File: src/rtl/spi_dir_pkg.sv
package spi_dir_pkg;

  localparam int REG_W   = 16;
  localparam int BYTE_W  = 8;

  localparam int CB_EN   = 0;
  localparam int CB_SPI  = 1;
  localparam int CB_BRK  = 7;
  localparam int CB_TXE  = 8;
  localparam int CB_RXE  = 9;

  localparam logic [1:0] RA_CTRL = 2'd0;
  localparam logic [1:0] RA_DATA = 2'd1;
  localparam logic [1:0] RA_STAT = 2'd2;

  // Device services frames only when enabled and in serial mode.
  function automatic logic dev_active(input logic [REG_W-1:0] c);
    return c[CB_EN] & c[CB_SPI];
  endfunction

  // Status word assembly; level fields are five bits wide.
  function automatic logic [REG_W-1:0] pack_status(
    input logic ovr, input logic udr, input logic busy,
    input logic rx_empty, input logic tx_full,
    input logic [4:0] rx_lvl, input logic [4:0] tx_lvl);
    return {1'b0, tx_lvl, rx_lvl, tx_full, rx_empty, busy, udr, ovr};
  endfunction

  // Sticky flag update: set wins, a status write keeps only the bits written as 1.
  function automatic logic sticky_next(input logic cur, input logic set,
                                       input logic clr_wr, input logic keep_bit);
    return set | (cur & ~(clr_wr & ~keep_bit));
  endfunction

endpackage

File: src/rtl/spi_dir_sync.sv
module spi_dir_sync #(
  parameter int               W       = 3,
  parameter int               STAGES  = 2,
  parameter logic [W-1:0]     RST_VAL = '0
) (
  input  logic         clk,
  input  logic         rst_n,
  input  logic [W-1:0] d,
  output logic [W-1:0] q
);
  logic [W-1:0] stg [STAGES];

  generate
    for (genvar s = 0; s < STAGES; s++) begin : g_stage
      always_ff @(posedge clk or negedge rst_n) begin
        if (!rst_n) stg[s] <= RST_VAL;
        else if (s == 0) stg[s] <= d;
        else stg[s] <= stg[(s == 0) ? 0 : s-1];
      end
    end
  endgenerate

  assign q = stg[STAGES-1];
endmodule

File: src/rtl/spi_dir_fifo.sv
module spi_dir_fifo #(
  parameter int DW    = 8,
  parameter int DEPTH = 16,
  localparam int AW   = $clog2(DEPTH),
  localparam int CW   = AW + 1
) (
  input  logic          clk,
  input  logic          rst_n,
  input  logic          flush,
  input  logic          push,
  input  logic [DW-1:0] din,
  input  logic          pop,
  output logic [DW-1:0] dout,
  output logic          empty,
  output logic          full,
  output logic [CW-1:0] level
);
  logic [DW-1:0] mem [DEPTH];
  logic [AW-1:0] wp, rp;
  logic          do_push, do_pop;

  assign empty   = (level == '0);
  assign full    = (level == CW'(DEPTH));
  assign do_push = push & ~full & ~flush;
  assign do_pop  = pop & ~empty & ~flush;
  assign dout    = mem[rp];

  function automatic logic [AW-1:0] ptr_inc(input logic [AW-1:0] p);
    return (p == AW'(DEPTH-1)) ? '0 : p + AW'(1);
  endfunction

  always_ff @(posedge clk) begin
    if (do_push) mem[wp] <= din;
  end

  always_ff @(posedge clk or negedge rst_n) begin
    if (!rst_n) begin
      wp <= '0; rp <= '0; level <= '0;
    end else if (flush) begin
      wp <= '0; rp <= '0; level <= '0;
    end else begin
      if (do_push) wp <= ptr_inc(wp);
      if (do_pop)  rp <= ptr_inc(rp);
      case ({do_push, do_pop})
        2'b10:   level <= level + CW'(1);
        2'b01:   level <= level - CW'(1);
        default: level <= level;
      endcase
    end
  end
endmodule

File: src/rtl/spi_dir_engine.sv
module spi_dir_engine #(
  parameter int  BW    = 8,
  localparam int CNT_W = $clog2(BW)
) (
  input  logic          clk,
  input  logic          rst_n,
  input  logic          sclk_s,
  input  logic          mosi_s,
  input  logic          csn_s,
  input  logic          active,
  input  logic          rx_en,
  input  logic          tx_avail,
  input  logic [BW-1:0] tx_head,
  output logic          rx_push,
  output logic [BW-1:0] rx_byte,
  output logic          tx_pop,
  output logic          tx_starve,
  output logic          miso,
  output logic          in_frame,
  output logic          cmd_phase,
  output logic          rd_mode
);
  localparam logic [CNT_W-1:0] LAST = CNT_W'(BW-1);

  logic             sclk_q;
  logic [CNT_W-1:0] bit_cnt;
  logic [BW-2:0]    sh_in;
  logic [BW-1:0]    sh_out;
  logic             rise, fall, byte_done, slot_start;

  assign in_frame   = ~csn_s & active;
  assign rise       = in_frame & sclk_s & ~sclk_q;
  assign fall       = in_frame & ~sclk_s & sclk_q;
  assign byte_done  = rise & (bit_cnt == LAST);
  assign slot_start = rise & rd_mode & (bit_cnt == '0);
  assign rx_byte    = {sh_in, mosi_s};
  assign rx_push    = byte_done & ~cmd_phase & ~rd_mode & rx_en;
  assign tx_pop     = slot_start & tx_avail;
  assign tx_starve  = slot_start & ~tx_avail;

  always_ff @(posedge clk or negedge rst_n) begin
    if (!rst_n) sclk_q <= 1'b0;
    else        sclk_q <= sclk_s;
  end

  always_ff @(posedge clk or negedge rst_n) begin
    if (!rst_n) begin
      bit_cnt   <= '0;
      sh_in     <= '0;
      sh_out    <= '0;
      cmd_phase <= 1'b1;
      rd_mode   <= 1'b0;
      miso      <= 1'b0;
    end else if (!in_frame) begin
      bit_cnt   <= '0;
      cmd_phase <= 1'b1;
      rd_mode   <= 1'b0;
      miso      <= 1'b0;
    end else begin
      if (rise) begin
        sh_in   <= {sh_in[BW-3:0], mosi_s};
        bit_cnt <= bit_cnt + CNT_W'(1);
        if (slot_start) sh_out <= tx_avail ? tx_head : '0;
        if (byte_done && cmd_phase) begin
          cmd_phase <= 1'b0;
          rd_mode   <= mosi_s;
        end
      end
      if (fall) begin
        if (!rd_mode)            miso <= 1'b0;
        else if (bit_cnt == '0)  miso <= tx_avail & tx_head[BW-1];
        else                     miso <= sh_out[LAST - bit_cnt];
      end
    end
  end
endmodule

File: src/rtl/spi_dir_slave.sv
module spi_dir_slave #(
  parameter int  DEPTH = 16,
  localparam int DW    = spi_dir_pkg::BYTE_W,
  localparam int RW    = spi_dir_pkg::REG_W,
  localparam int LW    = $clog2(DEPTH) + 1
) (
  input  logic          clk,
  input  logic          rst_n,
  input  logic          spi_sclk,
  input  logic          spi_csn,
  input  logic          spi_mosi,
  output logic          spi_miso,
  input  logic          reg_wr,
  input  logic          reg_rd,
  input  logic [1:0]    reg_addr,
  input  logic [RW-1:0] reg_wdata,
  output logic [RW-1:0] reg_rdata
);
  import spi_dir_pkg::*;

  logic [RW-1:0] ctrl;
  logic          ovr, udr;
  logic [2:0]    pins_s;
  logic          sclk_s, mosi_s, csn_s;
  logic          active, txe, rxe;

  logic          eng_rx_push, eng_tx_pop, tx_starve;
  logic          in_frame, cmd_phase, rd_mode;
  logic [DW-1:0] eng_rx_byte;

  logic [DW-1:0] rx_head, tx_head;
  logic          rx_empty, rx_full, tx_empty, tx_full;
  logic [LW-1:0] rx_level, tx_level;

  logic          ctrl_wr, data_wr, data_rd, stat_wr;

  spi_dir_sync #(.W(3), .STAGES(2), .RST_VAL(3'b100)) sync_i (
    .clk(clk), .rst_n(rst_n),
    .d({spi_csn, spi_sclk, spi_mosi}), .q(pins_s)
  );
  assign {csn_s, sclk_s, mosi_s} = pins_s;

  assign active  = dev_active(ctrl);
  assign txe     = ctrl[CB_TXE];
  assign rxe     = ctrl[CB_RXE];
  assign ctrl_wr = reg_wr & (reg_addr == RA_CTRL);
  assign data_wr = reg_wr & (reg_addr == RA_DATA);
  assign data_rd = reg_rd & (reg_addr == RA_DATA);
  assign stat_wr = reg_wr & (reg_addr == RA_STAT);

  spi_dir_engine #(.BW(DW)) eng_i (
    .clk(clk), .rst_n(rst_n),
    .sclk_s(sclk_s), .mosi_s(mosi_s), .csn_s(csn_s),
    .active(active), .rx_en(rxe),
    .tx_avail(~tx_empty), .tx_head(tx_head),
    .rx_push(eng_rx_push), .rx_byte(eng_rx_byte),
    .tx_pop(eng_tx_pop), .tx_starve(tx_starve),
    .miso(spi_miso), .in_frame(in_frame),
    .cmd_phase(cmd_phase), .rd_mode(rd_mode)
  );

  spi_dir_fifo #(.DW(DW), .DEPTH(DEPTH)) rxq_i (
    .clk(clk), .rst_n(rst_n), .flush(1'b0),
    .push(eng_rx_push), .din(eng_rx_byte), .pop(data_rd),
    .dout(rx_head), .empty(rx_empty), .full(rx_full), .level(rx_level)
  );

  spi_dir_fifo #(.DW(DW), .DEPTH(DEPTH)) txq_i (
    .clk(clk), .rst_n(rst_n), .flush(~txe),
    .push(data_wr), .din(reg_wdata[DW-1:0]), .pop(eng_tx_pop),
    .dout(tx_head), .empty(tx_empty), .full(tx_full), .level(tx_level)
  );

  always_ff @(posedge clk or negedge rst_n) begin
    if (!rst_n) begin
      ctrl <= '0;
      ovr  <= 1'b0;
      udr  <= 1'b0;
    end else begin
      if (ctrl_wr) ctrl <= reg_wdata;
      ovr <= sticky_next(ovr, eng_rx_push & rx_full, stat_wr, reg_wdata[0]);
      udr <= sticky_next(udr, tx_starve, stat_wr, reg_wdata[1]);
    end
  end

  always_comb begin
    case (reg_addr)
      RA_CTRL: reg_rdata = ctrl;
      RA_DATA: reg_rdata = rx_empty ? '0 : RW'(rx_head);
      RA_STAT: reg_rdata = pack_status(ovr, udr, in_frame, rx_empty, tx_full,
                                       5'(rx_level), 5'(tx_level));
      default: reg_rdata = '0;
    endcase
  end
endmodule

File: config.mk
export PLATFORM = sky130hd
export DESIGN_NAME = spi_dir_slave
export DESIGN_NICKNAME = d
export VERILOG_FILES = /design/src/rtl/spi_dir_pkg.sv /design/src/rtl/spi_dir_sync.sv /design/src/rtl/spi_dir_fifo.sv /design/src/rtl/spi_dir_engine.sv /design/src/rtl/spi_dir_slave.sv
export SDC_FILE = /design/constraint.sdc
export NUM_CORES = 1
export LEC_CHECK = 0
export ABC_AREA = 1
export BUFFER_PORTS_ARGS = -buffer_cell sky130_fd_sc_hd__buf_2
export CAP_MARGIN = 20
export CORE_MARGIN = 4
export CORE_UTILIZATION = 55
export CTS_BUF_LIST = sky130_fd_sc_hd__clkbuf_16
export DETAILED_ROUTE_END_ITERATION = 7
export PLACE_DENSITY_LB_ADDON = 0.1
export SYNTH_ARGS = -nofsm -noshare
export SYNTH_HDL_FRONTEND = slang
export SYNTH_SLANG_ARGS = --single-unit
File: constraint.sdc
create_clock -name clk -period 2.9 [get_ports clk]
set_input_delay 0.145 -clock clk [delete_from_list [all_inputs] [get_ports clk]]
set_output_delay 0.145 -clock clk [all_outputs]
set_load 0.01 [all_outputs]
==> results of run 1 <==
-- synth_stat cells (all sizes together), types with 9 or more instances --
| cell | count |
|---|---|
| o211ai | 28 |
| buf | 22 |
| o21ai | 158 |
| o32ai | 17 |
| edfxtp | 256 |
| clkbuf | 25 |
| a21oi | 25 |
| dfrtp | 69 |
| nand3 | 59 |
| nor2 | 197 |
| mux2 | 13 |
| nand2 | 185 |
| inv | 80 |
| nand4 | 9 |
| ha | 17 |
-- path summary, 6_finish.rpt --
path	startpoint	end	slack [ns]	cells past startpoint
setup / recovery	rxq_i.level[3]	rxq_i.level[4]	0.25	16
hold / removal	reg_wr	ovr	0.03	4
setup reg to reg	rxq_i.level[3]	rxq_i.level[4]	0.25	16
hold reg to reg	sync_i.stg[3]	sync_i.q[0]	0.35	0
max in group asynchronous	rst_n	rxq_i.rp[1]	1.87	2
min in group asynchronous	rst_n	ctrl[10]	0.32	2
-- power by group through the flow --
stage,sequential [mW],combinational (mW),clock (mW)
2_1_floorplan,5.51,1.40,0
3_3_place_gp,5.70,1.99,0
3_5_place_dp,5.71,2.02,0
4_1_cts,5.61,2.04,4.42
5_1_grt,5.64,2.32,4.64
6_report,5.61,2.06,4.35
-- layer usage --
metal | wire (um) | part of all wire | vias to the layer above | track usage
met3 | 1360 | 0.043 | 57 | 0.0327
met4 | 833 | 0.026 | 0 | 0.0655
met5 | 0 | 0 | - | 0
li1 | - | - | 4453 | -
met1 | 13400 | 0.42 | 4483 | 0.301
met2 | 16000 | 0.51 | 224 | 0.395
-- critical path: stages, from the launching register on --
cell	delay [ns]
dfrtp_2	0.46
nor4_4	0.33
nand2_1	0.11
nand3_1	0.10
inv_2	0.08
nand2_1	0.10
inv_1	0.08
ha_2	0.23
xor2_1	0.17
ha_1	0.19
inv_1	0.07
nand2_1	0.05
nand2_1	0.09
o21ai_1	0.09
a21oi_1	0.11
o21ai_0	0.12
xor2_1	0.16
-- flip-flops by register name, summed over array words and instances (netlist names) --
register         flops
eng_i.sh_in          7
txq_i.mem          128
rxq_i.wp             4
txq_i.level          5
sync_i.q             3
ctrl                16
eng_i.rd_mode        1
udr                  1
rxq_i.level          5
ovr                  1
eng_i.sclk_q         1
eng_i.sh_out         8
eng_i.cmd_phase      1
eng_i.miso           1
sync_i.stg           3
rxq_i.mem          128
txq_i.wp             4
rxq_i.rp             4
eng_i.bit_cnt        3
txq_i.rp             4
-- cells by family (layout without fill, tap and decap cells) --
family | Yosys count | count (layout) | share of synthesized area
AND/OR/NAND/NOR | 460 | 460 | 0.143
buffers and inverters | 129 | 242 | 0.0372
XOR/XNOR | 7 | 7 | 0.00441
multiplexers | 16 | 16 | 0.0127
AO/OA/AOI/OAI | 252 | 252 | 0.104
flip-flops | 328 | 328 | 0.683
adder cells (fa/ha/maj) | 17 | 17 | 0.0153
-- stage by stage --
stage | hold slack, ns | instances | worst slack (ns) | setup TNS (ns) | cell area (um2)
after CTS | 0.00662 | 1644 | 0.0866 | 0 | 15900
after global placement | 0.254 | 1573 | 0.164 | 0 | 14700
final | 0.0307 | 1646 | 0.252 | 0 | 16000
after detailed placement | 0.254 | 1573 | 0.108 | 0 | 14700
after global routing | 0.0584 | 1646 | -0.0243 | -0.0243 | 16000
after floorplan | -0.151 | 1209 | 0.288 | 0 | 13900
-- what timing repair did --
| action | 4_1_cts | 5_1_grt |
|---|---|---|
| resized for setup | 0 | 5 |
| endpoints found under the setup margin | 0 | 5 |
| hold buffers | 12 | 0 |
| setup buffers | 0 | 2 |
| endpoints found under the hold margin | 80 | 0 |
-- final cells by class --
class | count | share of cell area
Clock buffer | 35 | 0.0549
Clock inverter | 24 | 0.0148
Inverter | 82 | 0.0195
Multi-Input combinational cell | 752 | 0.244
Sequential cell | 328 | 0.596
Tap cell | 324 | 0.0254
Timing Repair Buffer | 101 | 0.0455
==> impl_metrics.toml, run 1 <==
[routing]
num_vias = 9217
routed_via_density = 5.60
finalWirelength_um = 31600
drt-initial-drc-count = 713
dr.pass1.iters = 5
drt.antenna.violating_nets = 0
drc = 0
wire_per_inst_um = 19.2

[cells_and_area]
fillers = 1905
nets = 1341
multi_input_area_um2 = 3900
final_core_util = 0.648
diodes = 0
final_common_cell = "edfxtp_1"
synthToLayoutAreaGrowth_pct = 14.8
mostFrequentLayoutCells = "256 x edfxtp_1, 188 x nor2_1, 175 x nand2_1, 151 x o21ai_0, 76 x inv_1"
drive_above_1_share = 0.145
ff_latch_area_um2 = 9500

[floorplan]
core_um2 = 24600
placementRows = 57
io_pins = 42
die_y_um = 167
dieArea_um2 = 27900
initial_utilization = 0.565
die_x_um = 167

[synthesis]
synth_seq_cells = 328
yosys_warnings = 0
synth_area_leader_cell = "edfxtp_1"
synth_cell_type_count = 40
postSynthCellCount = 1209
avgSynthCellArea_um2 = 11.5
synth_top_area_frac = 0.553
ys_seq_area_frac = 0.683
synth_area_um2 = 13900
synthTopCellsByArea = "edfxtp_1 55%, dfrtp_1 12%, o21ai_0 5.5%, nor2_1 5.1%, nand2_1 4.7%"
yosys_most_used_dff = "edfxtp_1"
async_flop_share = 0.220
synth_edf_count = 256
synthesis.nets = 1251

[hold_path]
worstHoldPathType = "input pin to flip-flop"

[critical_path]
path_class = "flip-flop to flip-flop"
critPathArrivalTime_ns = 3.03
critPathMaxFanout = 9
end_kind = "flip-flop"
cp_data_required_time_ns = 3.28
start_kind = "flip-flop"

[power_and_ir_drop]
internal-power_mw = 8.62
p_clk_frac = 0.362
p_comb_frac = 0.172
power_switching_mw = 3.40
vdd_drop_max_mv = 0.804
switching_share = 0.283
seqPwrFrac = 0.466
power_density_nw_per_um2 = 754
total_power_mw = 12.0
p_leak_nw = 6.10

[timing]
fmax_mhz = 378
slew_viol_final = 0
final-setup-viol-count = 0
max_slew.worst_pin.slew_ns = 0.939
rsz0062_at_grt = "true"
final_hold_viol_count = 0
skew_ns = 0.0205
slew_headroom = 0.374
period_minus_slack_ns = 2.65
fin_crit_sh = 0.913

[clock_tree]
clockBufferDepth = 3
cts_root_buf = "clkbuf_16"
clkLatencyLatePin_ns = 0.51
numCtsBuffers = 34
path_clk_slew_ns = 0.06
h-tree-depth = 2
cts_tree = "built"
cts.sinks = 328

[global_route]
grt_pass1_vias = 9146
antenna_found_initial = 0
grt_max_degree = 80
grt_pass1_wl_um = 50400
grtUsageTotal = 0.227
overflow = 0

[placement]
io_buffers = 41
place.gp.congestion = 0.836
hpwl_um = 20300

[job]
maxCapViolCount = 0

[status]
outcome = "complete, no violations"
No activity file was read; power rests on OpenSTA's default activity.
==> inputs of run 2 (changes only) <==
- CELL_PAD_IN_SITES_DETAIL_PLACEMENT: default -> 1
- CELL_PAD_IN_SITES_GLOBAL_PLACEMENT: default -> 2
- CORE_UTILIZATION: 55 -> 43
==> run 2 against run 1 <==
- worst setup slack worse by 0.045 ns
- utilization is 14 points lower
- combinational power is 10% higher
- first-iteration DRC count is 1.8% lower
==> impl_metrics.toml, run 2 (same netlist as run 1, synthesis figures left out) <==
[clock_tree]
numCtsBuffers = 37
path_clk_slew_ns = 0.06
cts_root_buf = "clkbuf_16"
h-tree-depth = 2
clkLatencyLatePin_ns = 0.52
cts_tree = "built"
post_cts_buffers = 0
clockBufferDepth = 3
cts.sinks = 328

[critical_path]
end_kind = "output port"
critPathArrivalTime_ns = 2.55
cp_data_required_time_ns = 2.76
critPathMaxFanout = 42
start_kind = "flip-flop"
path_class = "flip-flop to output port"

[floorplan]
initial_utilization = 0.438
die_x_um = 188
core_um2 = 31700
die_y_um = 188
dieArea_um2 = 35300
io_pins = 42
placementRows = 65

[cells_and_area]
drive_above_1_share = 0.150
mostFrequentLayoutCells = "256 x edfxtp_1, 188 x nor2_1, 175 x nand2_1, 151 x o21ai_0, 81 x inv_1"
reg.largest.list = "rxq_i.mem (128), txq_i.mem (128), ctrl (16)"
synthToLayoutAreaGrowth_pct = 16.3
nets = 1352
final_common_cell = "edfxtp_1"
fin_cells = 1739

[timing]
slew_viol_final = 0
skew_ns = 0.0169
period_minus_slack_ns = 2.69
final_hold_viol_count = 0
fmax_mhz = 371
max_slew.worst_pin.slew_ns = 1.00
fin_crit_sh = 0.929
rsz0062_at_grt = "true"
final-setup-viol-count = 0
slew_headroom = 0.333
tns_ns = 0

[placement]
io_buffers = 41
place_inst = 1661
hpwl_um = 24900
place.gp.congestion = 0.782

[power_and_ir_drop]
total_power_mw = 12.3
power_density_nw_per_um2 = 760
p_leak_nw = 6.19
vdd_drop_max_mv = 0.477

[routing]
wire_per_inst_um = 21.7
finalWirelength_um = 37700
drc = 0
dr.pass1.iters = 4
routed_via_density = 5.49
drt-initial-drc-count = 700
drt.antenna.violating_nets = 0
num_vias = 9554

[status]
outcome = "complete, no violations"

[global_route]
grt_pass1_vias = 9853
antenna_found_initial = 0
grt_max_degree = 80
grt_pass1_wl_um = 59300
overflow = 0
grtUsageTotal = 0.216

[job]
maxCapViolCount = 0

[hold_path]
worstHoldPathType = "input pin to flip-flop"
run 2: cell types whose count changed in the layout (fill, tap and decap cells not counted), moves of 3 or more:
cell | before | now
buf_4 | 46 | 52
bufinv_16 | 5 | 2
inv_1 | 76 | 81
clkbuf_16 | 35 | 39
run 2: cell type report:
class	instances	area (um2)
Inverter	82	313
Clock buffer	39	976
Antenna cell	1	2.50
Sequential cell	328	9500
Tap cell	402	503
Timing Repair Buffer	109	802
Clock inverter	26	165
Fill cell	3332	15600
Multi-Input combinational cell	752	3900
run 2: worst paths after layout:
check,startpoint,depth (start not counted),endpoint,slack (ns)
min,reg_rd,5,rxq_i.rp[1],0.03
min reg2reg,sync_i.stg[3],0,sync_i.q[0],0.35
max,rxq_i.rp[0],8,reg_rdata[4],0.21
min in group asynchronous,rst_n,2,txq_i.level[0],0.34
max in group asynchronous,rst_n,2,rxq_i.rp[1],1.80
max reg2reg,eng_i.bit_cnt[1],15,rxq_i.level[4],0.21
run 2: timing repair:
item                                   in CTS  in global routing
endpoints found under the hold margin      80                  0
gates resized for setup                     0                  7
hold buffers                               12                  0
setup endpoints to repair                   0                  3
run 2: routing by layer:
metal,share of wire,vias up,global-route usage
li1,-,4479,-
met1,0.50,4845,0.330
met2,0.45,187,0.329
met3,0.042,43,0.0369
met4,0.015,0,0.0415
met5,0,-,0
run 2: power breakdown:
group	internal (mW)	switching, mW	leakage [nW]
clock network	2.60	1.82	0.597
logic	0.776	1.49	2.32
registers	5.28	0.322	3.27
run 2: per-stage QoR:
step | utilization | hold WS [ns] | instance area, um2 | worst slack (ns)
after CTS | 0.509 | 0.00756 | 16100 | 0.0624
after floorplan | - | -0.151 | 13900 | 0.288
after detailed placement | 0.469 | 0.254 | 14900 | 0.156
final | 0.510 | 0.0275 | 16200 | 0.207
after global placement | 0.469 | 0.250 | 14900 | 0.189
after global routing | 0.510 | 0.0442 | 16200 | -0.0517
run 2: critical path, cell delays in order, from the launching register on:
cell and delay [ns]:
dfrtp_2 0.41, buf_6 0.31, o21ai_0 0.16, o211ai_1 0.36, nand3_1 0.19, nand3_1 0.20
nand2_1 0.12, o211ai_1 0.09, buf_2 0.18
==> inputs of run 3 (changes only) <==
- CORE_ASPECT_RATIO: default -> 1.2
==> run 3 against run 2 <==
- clock skew rose by 0.0056 ns
- power decreased by 1.8%
- first-iteration DRC count fell by 8.0%
- die area is essentially flat
- worst setup slack got worse by 0.070 ns
- combinational power about the same
- largest power group unchanged
==> impl_metrics.toml, run 3 (same netlist as run 1, synthesis figures left out) <==
[status]
outcome = "complete, no violations"

[hold_path]
worstHoldPathType = "input pin to flip-flop"
hold_depth = 5
hold_path_end = "rxq_i.rp[1]"
min_from = "reg_rd"

[cells_and_area]
synthToLayoutAreaGrowth_pct = 15.8
diodes = 0
nets = 1350
reg.largest.list = "rxq_i.mem (128), txq_i.mem (128), ctrl (16)"
final_common_cell = "edfxtp_1"
fin_cells = 1731
fin_area_um2 = 16100
mostFrequentLayoutCells = "256 x edfxtp_1, 188 x nor2_1, 175 x nand2_1, 152 x o21ai_0, 84 x inv_1"
drive_above_1_share = 0.150
final_core_util = 0.509

[routing]
wire_per_inst_um = 21.7
num_vias = 9434
finalWirelength_um = 37500
drt-initial-drc-count = 644
drc = 0
drt.antenna.violating_nets = 0
routed_via_density = 5.45
dr.pass1.iters = 5

[critical_path]
r2r-start = "rxq_i.level[3]"
path_class = "flip-flop to output port"
r2r_setup_slack_ns = 0.21
cp_data_required_time_ns = 2.76
critPathSlowestCell = "dfrtp_2"
path_cells = "buf_12, nor2_1, nor2_1, o21ai_0, o21ai_0, o211ai_1, nand3_1, a22oi_1, nand2_1, buf_2"
end_kind = "output port"
worstPathBufferInverterCount = 2
critPathArrivalTime_ns = 2.62
critPathTopFamily = "compound AO/OA/AOI/OAI gates"
reg2reg_depth = 16
start_kind = "flip-flop"
worstReg2RegEnd = "rxq_i.level[4]"
critPathMaxFanout = 26
cp_slowest_stage_delay_ns = 0.45

[timing]
rsz0062_at_grt = "true"
slew_headroom = 0.355
fmax_mhz = 362
fin_crit_sh = 0.953
tns_ns = 0
final_hold_viol_count = 0
setup_ws_ns = 0.137
final-setup-viol-count = 0
skew_ns = 0.0225
max_slew.worst_pin.slew_ns = 0.967
period_minus_slack_ns = 2.76
whs_ns = 0.0440
slew_viol_final = 0

[placement]
place.gp.congestion = 0.783
place_inst = 1657
io_buffers = 41
pre_cts_ws_ns = 0.0855
hpwl_um = 24800
placed_cell_area_um2 = 14800

[floorplan]
die_x_um = 172
initial_utilization = 0.439
placementRows = 71
die_y_um = 205
dieArea_um2 = 35300
core_um2 = 31600
io_pins = 42

[power_and_ir_drop]
vdd_drop_max_mv = 0.534
power_density_nw_per_um2 = 750
p_leak_nw = 6.15
total_power_mw = 12.1

[global_route]
grtUsageTotal = 0.214
grt_pass1_wl_um = 57500
grt_max_degree = 80
antenna_found_initial = 0
grt_pass1_vias = 9796
overflow = 0

[job]
maxCapViolCount = 0

[clock_tree]
h-tree-depth = 2
clockBufferDepth = 3
cts_tree = "built"
path_clk_slew_ns = 0.06
cts.sinks = 328
numCtsBuffers = 34
clkLatencyLatePin_ns = 0.52
cts_root_buf = "clkbuf_16"
-- run 3: what timing repair did --
action	CTS	global route
gates resized for setup	2	6
hold endpoints to repair	81	0
pin swaps	0	4
gates cloned	0	1
hold buffers	13	0
setup buffers	0	2
endpoints found under the setup margin	4	4
-- run 3: final cells by class --
class | instances | area (um2)
Multi-Input combinational cell | 752 | 3910
Fill cell | 3371 | 15500
Sequential cell | 328 | 9500
Timing Repair Buffer | 110 | 817
Clock inverter | 24 | 198
Inverter | 82 | 313
Clock buffer | 34 | 851
Tap cell | 401 | 502
-- run 3: worst max path at each step --
stage / startpoint / to / cells past startpoint
2_1_floorplan: rxq_i.level[0] / rxq_i.level[4] / 16
3_3_place_gp: rxq_i.level[1] / rxq_i.level[4] / 16
3_5_place_dp: rxq_i.level[1] / rxq_i.level[4] / 16
4_1_cts: rxq_i.level[1] / rxq_i.level[4] / 16
5_1_grt: rxq_i.level[3] / rxq_i.level[4] / 16
6_report: rxq_i.rp[0] / reg_rdata[6] / 10
-- run 3: worst min-delay path: cells and delay by family --
family | cells | cell delay (ns)
buffers and inverters | 2 | 0.19
AND/OR/NAND/NOR | 3 | 0.18
-- run 3: where the power goes --
part / switching, mW / internal, mW / leakage (nW)
clock: 1.76 / 2.40 / 0.558
sequential: 0.331 / 5.28 / 3.26
combinational: 1.50 / 0.789 / 2.33
total: 3.59 / 8.47 / 6.15
-- run 3: layer usage --
layer	GRT usage	part of all wire	up-vias	routed length, um
li1	-	-	4460	-
met1	0.255	0.40	4762	14900
met2	0.393	0.54	140	20200
met3	0.0264	0.028	72	1050
met4	0.0814	0.037	0	1390
met5	0	0	-	0
